$ cat config.mk
export PLATFORM = sky130hd
export DESIGN_NAME = prescaled_down_timer
export DESIGN_NICKNAME = d
export VERILOG_FILES = /design/src/rtl/tdt_pkg.sv /design/src/rtl/tdt_prescaler.sv /design/src/rtl/tdt_counter.sv /design/src/rtl/tdt_regs.sv /design/src/rtl/prescaled_down_timer.sv
export SDC_FILE = /design/constraint.sdc
export NUM_CORES = 1
export LEC_CHECK = 0
export ABC_AREA = 0
export BUFFER_PORTS_ARGS = -buffer_cell sky130_fd_sc_hd__buf_2
export CAP_MARGIN = 10
export CORE_MARGIN = 2
export CORE_UTILIZATION = 50
export DETAILED_ROUTE_END_ITERATION = 6
export GPL_TIMING_DRIVEN = 0
export PLACE_DENSITY = 0.7
export SLEW_MARGIN = 20
export SYNTH_ARGS = -nofsm -noshare
export SYNTH_HDL_FRONTEND = slang
export SYNTH_SLANG_ARGS = --single-unit
$ cat constraint.sdc
create_clock -name clk_i -period 5 [get_ports clk_i]
set_input_delay 1 -clock clk_i [delete_from_list [all_inputs] [get_ports clk_i]]
set_output_delay 1 -clock clk_i [all_outputs]
set_load 0.05 [all_outputs]
$ cat src/rtl/tdt_pkg.sv
package tdt_pkg;
  localparam int unsigned ADDR_W = 3;

  typedef enum logic [ADDR_W-1:0] {
    A_PERIOD = 3'd0,
    A_COUNT  = 3'd1,
    A_CTRL   = 3'd2,
    A_DIV_LO = 3'd3,
    A_DIV_HI = 3'd4,
    A_PSC    = 3'd5
  } reg_addr_e;

  localparam int B_STOP   = 0;
  localparam int B_RELOAD = 1;
  localparam int B_IEN    = 2;
  localparam int B_FLAG   = 3;
  localparam int B_SOFT   = 4;
  localparam int B_FREE   = 5;
endpackage

$ cat src/rtl/tdt_prescaler.sv
module tdt_prescaler #(
  parameter int unsigned DIV_W = 16
) (
  input  logic             clk_i,
  input  logic             rst_ni,
  input  logic [DIV_W-1:0] div_i,
  input  logic             run_i,
  input  logic             load_i,
  output logic             tick_o,
  output logic [DIV_W-1:0] psc_o
);
  logic [DIV_W-1:0] psc_q;

  assign tick_o = run_i && (psc_q == '0);
  assign psc_o  = psc_q;

  always_ff @(posedge clk_i or negedge rst_ni) begin
    if (!rst_ni) begin
      psc_q <= '0;
    end else if (load_i) begin
      psc_q <= div_i;
    end else if (run_i) begin
      psc_q <= (psc_q == '0) ? div_i : psc_q - DIV_W'(1);
    end
  end
endmodule

$ cat src/rtl/tdt_counter.sv
module tdt_counter #(
  parameter int unsigned CNT_W = 32
) (
  input  logic             clk_i,
  input  logic             rst_ni,
  input  logic [CNT_W-1:0] period_i,
  input  logic             tick_i,
  input  logic             load_i,
  output logic [CNT_W-1:0] cnt_o,
  output logic             zero_evt_o
);
  logic [CNT_W-1:0] cnt_q;

  assign cnt_o      = cnt_q;
  assign zero_evt_o = tick_i && !load_i && (cnt_q == '0);

  always_ff @(posedge clk_i or negedge rst_ni) begin
    if (!rst_ni) begin
      cnt_q <= '1;
    end else if (load_i) begin
      cnt_q <= period_i;
    end else if (tick_i) begin
      cnt_q <= (cnt_q == '0) ? period_i : cnt_q - CNT_W'(1);
    end
  end
endmodule

$ cat src/rtl/tdt_regs.sv
module tdt_regs
  import tdt_pkg::*;
#(
  parameter int unsigned CNT_W = 32,
  parameter int unsigned DIV_W = 16
) (
  input  logic              clk_i,
  input  logic              rst_ni,
  input  logic [ADDR_W-1:0] addr_i,
  input  logic              we_i,
  input  logic [CNT_W-1:0]  wdata_i,
  input  logic [CNT_W-1:0]  cnt_i,
  input  logic [DIV_W-1:0]  psc_i,
  input  logic              zero_evt_i,
  output logic [CNT_W-1:0]  period_o,
  output logic [DIV_W-1:0]  div_o,
  output logic              stop_o,
  output logic              ien_o,
  output logic              soft_o,
  output logic              free_o,
  output logic              flag_o,
  output logic              reload_o,
  output logic [CNT_W-1:0]  rdata_o
);
  localparam int unsigned HALF_W = DIV_W / 2;

  logic [CNT_W-1:0]  period_q;
  logic [HALF_W-1:0] div_lo_q, div_hi_q;
  logic              stop_q, ien_q, soft_q, free_q, flag_q;
  logic              ctrl_wr;

  assign ctrl_wr  = we_i && (addr_i == A_CTRL);
  assign reload_o = ctrl_wr && wdata_i[B_RELOAD];

  always_ff @(posedge clk_i or negedge rst_ni) begin
    if (!rst_ni) begin
      period_q <= '1;
      div_lo_q <= '0;
      div_hi_q <= '0;
      stop_q   <= 1'b1;
      ien_q    <= 1'b0;
      soft_q   <= 1'b0;
      free_q   <= 1'b0;
    end else if (we_i) begin
      case (addr_i)
        A_PERIOD: period_q <= wdata_i;
        A_DIV_LO: div_lo_q <= wdata_i[HALF_W-1:0];
        A_DIV_HI: div_hi_q <= wdata_i[HALF_W-1:0];
        A_CTRL: begin
          stop_q <= wdata_i[B_STOP];
          ien_q  <= wdata_i[B_IEN];
          soft_q <= wdata_i[B_SOFT];
          free_q <= wdata_i[B_FREE];
        end
        default: ;
      endcase
    end
  end

  // set beats clear
  always_ff @(posedge clk_i or negedge rst_ni) begin
    if (!rst_ni)                           flag_q <= 1'b0;
    else if (zero_evt_i)                   flag_q <= 1'b1;
    else if (ctrl_wr && wdata_i[B_FLAG])   flag_q <= 1'b0;
  end

  always_comb begin
    case (addr_i)
      A_PERIOD: rdata_o = period_q;
      A_COUNT:  rdata_o = cnt_i;
      A_CTRL:   rdata_o = CNT_W'({free_q, soft_q, flag_q, ien_q, 1'b0, stop_q});
      A_DIV_LO: rdata_o = CNT_W'(div_lo_q);
      A_DIV_HI: rdata_o = CNT_W'(div_hi_q);
      A_PSC:    rdata_o = CNT_W'(psc_i);
      default:  rdata_o = '0;
    endcase
  end

  assign period_o = period_q;
  assign div_o    = {div_hi_q, div_lo_q};
  assign stop_o   = stop_q;
  assign ien_o    = ien_q;
  assign soft_o   = soft_q;
  assign free_o   = free_q;
  assign flag_o   = flag_q;
endmodule

$ cat src/rtl/prescaled_down_timer.sv
module prescaled_down_timer
  import tdt_pkg::*;
#(
  parameter int unsigned CNT_W = 32,
  parameter int unsigned DIV_W = 16
) (
  input  logic              clk_i,
  input  logic              rst_ni,
  input  logic [ADDR_W-1:0] addr_i,
  input  logic              we_i,
  input  logic [CNT_W-1:0]  wdata_i,
  output logic [CNT_W-1:0]  rdata_o,
  input  logic              halt_i,
  output logic              irq_o
);
  logic [CNT_W-1:0] period_q, cnt_q;
  logic [DIV_W-1:0] div_q, psc_q;
  logic             stop_q, ien_q, soft_q, free_q, flag_q;
  logic             reload_stb, zero_evt, psc_tick, halt_freeze, run;

  // soft mode lets the count reach zero before holding
  assign halt_freeze = halt_i && !free_q && (!soft_q || (cnt_q == '0));
  assign run         = !stop_q && !halt_freeze;
  assign irq_o       = flag_q && ien_q;

  tdt_regs #(.CNT_W(CNT_W), .DIV_W(DIV_W)) i_regs (
    .clk_i      (clk_i),
    .rst_ni     (rst_ni),
    .addr_i     (addr_i),
    .we_i       (we_i),
    .wdata_i    (wdata_i),
    .cnt_i      (cnt_q),
    .psc_i      (psc_q),
    .zero_evt_i (zero_evt),
    .period_o   (period_q),
    .div_o      (div_q),
    .stop_o     (stop_q),
    .ien_o      (ien_q),
    .soft_o     (soft_q),
    .free_o     (free_q),
    .flag_o     (flag_q),
    .reload_o   (reload_stb),
    .rdata_o    (rdata_o)
  );

  tdt_prescaler #(.DIV_W(DIV_W)) i_prescaler (
    .clk_i  (clk_i),
    .rst_ni (rst_ni),
    .div_i  (div_q),
    .run_i  (run),
    .load_i (reload_stb),
    .tick_o (psc_tick),
    .psc_o  (psc_q)
  );

  tdt_counter #(.CNT_W(CNT_W)) i_counter (
    .clk_i      (clk_i),
    .rst_ni     (rst_ni),
    .period_i   (period_q),
    .tick_i     (psc_tick),
    .load_i     (reload_stb),
    .cnt_o      (cnt_q),
    .zero_evt_o (zero_evt)
  );
endmodule

== Yosys cells after proc, flatten, opt, wreduce, memory -nomap -nowiden ==
Index checks and enable logic that the tools add are counted.

* Add/sub/neg operators: 2
* Reductions and logical operators: 26
* Mux-type cells: 9
* Equality and inequality tests: 5

{| class="wikitable"
|+ Operators with widths
! operator !! count
|-
| $pmux 32 s6 || 1
|-
| $mux 32 || 3
|-
| $mux 16 || 3
|-
| $logic_not 32->1 || 1
|-
| $sub 32x1->32 const B || 1
|-
| $logic_not 16->1 || 1
|-
| $sub 16x1->16 const B || 1
|-
| $logic_and 1x1->1 || 10
|-
| $reduce_and 2->1 || 4
|-
| $eq 3x2->1 const B || 2
|-
| $eq 3x3->1 const B || 2
|-
| $reduce_bool 2->1 || 3
|-
| $logic_not 1->1 || 5
|-
| $eq 3x1->1 const B || 1
|-
| $logic_not 3->1 || 1
|-
| $mux 1 || 2
|-
| $logic_or 1x1->1 || 1
|}

* Logic and storage cells: 52
* Output and inout port bits: 33
* Input bits: 39
* Register bits: 101

== Longest topological paths before layout ==
* Depth after elaboration: 9
* Gate-level depth with buffers: 10

== By module ==
A second synthesis with hierarchy kept.

* Cells, all modules: 668
* Area total of the unflattened synthesis: 6790.3 um^2

{| class="wikitable"
|+ Modules (own cells, without submodules)
! module !! seq. area each (um^2) !! area each (um^2) !! cells an instance !! times used
|-
| tdt_regs || 1367.6 || 3069.2 || 231 || 1
|-
| tdt_counter || 840.8 || 2444.8 || 285 || 1
|-
| tdt_prescaler || 400.4 || 1179.9 || 137 || 1
|-
| prescaled_down_timer || 0.0 || 96.3 || 15 || 1
|}

== Least setup slack after synthesis ==
Ideal clock, no wire load.

* Kind: in2out
* From: in addr_i[0]
* To: out rdata_o[2]
* Setup slack: 1.301 ns
* Required time: 4.000 ns
* Data arrival time: 2.699 ns
* Stages: 5
* Cell sequence: buf_2 buf_1 mux2_2 a22oi_1 o22ai_1

* Longest elaborated chain between the ends: 2
* Elaborated cells between the ends (all ways): 7
* Classes of those cells: eq/ne: 5; mux: 1; reduce/logical: 1

{| class="wikitable"
|+ RTL lines
! element !! RTL line !! source
|-
| from (decl) || prescaled_down_timer.sv:9 || <nowiki>input logic [ADDR_W-1:0] addr_i,</nowiki>
|-
| $eq 3x3->1, or another cell as far along || tdt_regs.sv:68 || <nowiki>case (addr_i)</nowiki>
|-
| $pmux 32 s6 (*) || tdt_regs.sv:68 ||
|-
| to (decl) || prescaled_down_timer.sv:12 || <nowiki>output logic [CNT_W-1:0] rdata_o,</nowiki>
|}

Mark *: on every way between the ends. The rest lies on a longest branch, timed or not.

== Worst setup path after layout ==
* From: in addr_i[2]
* To: out rdata_o[18]

The elaborated chain is that of the path after synthesis.

==> summary.md <==
| Metric | Value |
|---|---|
| Flops & latches, synth | 101 |
| Outcome | finished clean |
| Vias per cell | 6.54 |
| Vias | 5,725 |
| Final Hold Vio Count | 0 |
| RSZ-0062 raised after global routing | false |
| Fill count | 1,087 |
| Synth top area cells | dfstp_2 (28%), dfrtp_1 (15%), mux2_2 (10%), a21oi_1 (4.6%), o21ai_0 (4.1%) |
| Slew Limit Fails | 0 |
| Final setup fails | 0 |
| Nets | 767 |
| Post-CTS sizing | 0 |
| Die W | 115 µm |
| Worst Setup Path Type | primary input to primary output |
| Setup TNS | 0 ns |
| Final instance area | 7010 µm² |
| DP Area | 6720 µm² |
| Syn nets | 685 |
| Yosys cell types | 65 |
| Clk slew on worst S/H paths | 0.08 ns |
| Critical path required time | 4.00 ns |
| Root buf cell | clkbuf_16 |
| Period utilization | 0.887 |
| Syn avg cell area | 9.57 µm² |
| CTS buffer count | 9 |
| IO buf count | 70 |
| Area growth syn-to-layout | 14.0% |
| Seq/Total Area, Yosys | 0.425 |
| DP HPWL | 14.3 mm |
| GP Congestion | 0.960 |
| H-tree depth | 3 |
| Tightest Pin Transition | 0.839 ns |
| Residual DRC | 0 |
| Largest net degree at the start of global routing | 75 |
| Later-pin clock latency in the skew report | 0.36 ns |
| Core ar. | 12,000 µm² |
| Cells after Synth | 642 |
| CP Launch Type | primary input |
| FF+latch area | 2610 µm² |
| Die Y | 115 µm |
| Most common cell in the netlist | dfstp_2 |
| Worst-path fanout max | 10 |
| Ys flop type | dfstp_2 |
| All-Layer GR Usage | 0.307 |
| Initial Util | 0.512 |
| Gr ovfl total | 0 |
| Routed wire length | 19.7 mm |
| Share of cells above drive strength 1 | 0.342 |
| Max-cap viol count | 0 |
| CTS tree | built |
| Post-synth EDFFs | 0 |
| Cell area after synthesis | 6140 µm² |
| Area of the multi-input gates | 3260 µm² |
| Antenna Cells | 0 |
| Setup Skew | 0.0139 ns |
| Clk sinks | 101 |
| Postcts setup bufs | 0 |
| # hold bufs at CTS | 0 |
| Leakage Power | 0.00283 µW |
| PwrDens | 400 nW/µm² |
| CP Capture Type | primary output |
| FP Rows | 40 |
| DRT Pass-1 Iters | 5 |
| Fmax | 225 MHz |
| Final std cells w/o fill | 876 |
| Detail Route Antenna Nets | 0 |
| First DRT Iteration DRCs | 624 |
| WL/cell | 22.5 µm |
| Vias in the first global route | 5,595 |
| Placed insts | 860 |
| Critical path arrival | 3.44 ns |
| Ports | 72 |
| Synth cell count leaders | dfstp_2 (65), nor2_1 (59), mux2_2 (57) |
| Die Area | 13,200 µm² |
| Max Root-Sink Buffers | 2 |
| Tmin final | 4.44 ns |
| Synth Warn # | 0 |
| Slew headroom | 0.441 |
| Initial antenna violation count | 0 |
| Synth async-reset ratio | 1.00 |
| Post-synth top area share | 0.278 |
| Worst min path class | flip-flop to flip-flop |
| First-pass GRT wire length | 30.8 mm |
| Worst VDD drop | 0.298 mV |
| Post-synth top area cell | dfstp_2 |
==> metrics by stage <==
stage          utilization  power (µW)  hold WS [ns]  worst slack [ns]
2_1_floorplan            -        1810         0.452              1.30
3_3_place_gp         0.556        2060         0.469             0.674
3_5_place_dp         0.559        2090         0.477             0.631
4_1_cts              0.583        2800         0.489             0.622
5_1_grt              0.583        2960         0.501             0.348
6_report             0.583        2800         0.490             0.565
==> worst max-delay path: stages <==
cell      delay, ns
buf_2          0.11
clkbuf_1       0.28
nor2b_1        0.52
and2_1         0.20
clkbuf_1       0.40
clkbuf_1       0.44
a22o_1         0.22
buf_2          0.26
==> sequential cells by signal, indices dropped and copies added (netlist names) <==
| signal | flops |
|---|---|
| i_regs.soft_o | 1 |
| i_regs.ien_o | 1 |
| i_regs.stop_o | 1 |
| i_regs.div_hi_q | 8 |
| i_regs.period_o | 32 |
| i_regs.free_o | 1 |
| i_regs.div_lo_q | 8 |
| i_prescaler.psc_o | 16 |
| i_regs.flag_o | 1 |
| i_counter.cnt_o | 32 |
==> final cells by class <==
| class | count | area share |
|---|---|---|
| Buffer | 44 | 0.0296 |
| Clock buffer | 9 | 0.0321 |
| Clock inverter | 7 | 0.00911 |
| Inverter | 19 | 0.0102 |
| Multi-Input combinational cell | 478 | 0.466 |
| Sequential cell | 101 | 0.372 |
| Tap cell | 147 | 0.0262 |
| Timing Repair Buffer | 71 | 0.0548 |
==> report_power, final <==
part | total (µW) | internal, µW | switching, µW
combinational | 777 | 307 | 469
clock | 702 | 351 | 352
sequential | 1330 | 1080 | 249
total | 2800 | 1730 | 1070
==> logic make-up after synthesis <==
kind of cell | synth area share
adder cells (fa/ha/maj) | 0.00815
AO/OA/AOI/OAI | 0.209
AND/OR/NAND/NOR | 0.178
flip-flops | 0.425
buffers and inverters | 0.0454
multiplexers | 0.135
==> final timing paths <==
path,slack [ns],end,startpoint,depth (start not counted)
min in group asynchronous,0.50,i_prescaler.psc_o[3],rst_ni,1
max in group asynchronous,3.79,i_regs.period_o[12],rst_ni,2
min,0.49,i_counter.cnt_o[23],i_counter.cnt_o[23],2
min reg2reg,0.49,i_counter.cnt_o[23],i_counter.cnt_o[23],2
max reg2reg,2.19,i_counter.cnt_o[2],i_counter.cnt_o[5],8
max,0.56,rdata_o[18],addr_i[2],8
==> placed cells by master (no fill, tap or decap), types with 4 or more instances in the layout <==
master	synthesis	final
nor3_1	23	22
nor2b_1	4	4
nor4_1	9	9
nand3_1	15	15
o22ai_1	5	5
or3_1	5	5
a22o_1	18	18
buf_1	4	4
dfrtp_1	36	36
and3_1	6	6
ha_1	4	4
clkbuf_16	0	9
o2bb2ai_1	7	7
or4_1	5	5
nand4_1	13	13
o21a_1	6	6
nand2_1	32	32
and2_1	5	5
nor2_1	59	59
inv_1	18	18
buf_2	16	85
a31oi_1	9	9
mux2i_1	14	14
o21ai_0	50	50
mux2_2	57	57
clkbuf_1	20	20
a22oi_1	15	15
dfstp_2	65	65
o22a_1	9	9
a21oi_1	56	56
==> layer usage <==
| metal | track usage | routed length (µm) | vias up |
|---|---|---|---|
| li1 | - | - | 2579 |
| met1 | 0.456 | 8730 | 2812 |
| met2 | 0.437 | 8700 | 301 |
| met3 | 0.0759 | 1930 | 33 |
| met4 | 0.107 | 387 | 0 |
| met5 | 0 | 0 | - |
Power figures use the tool's default switching activity.
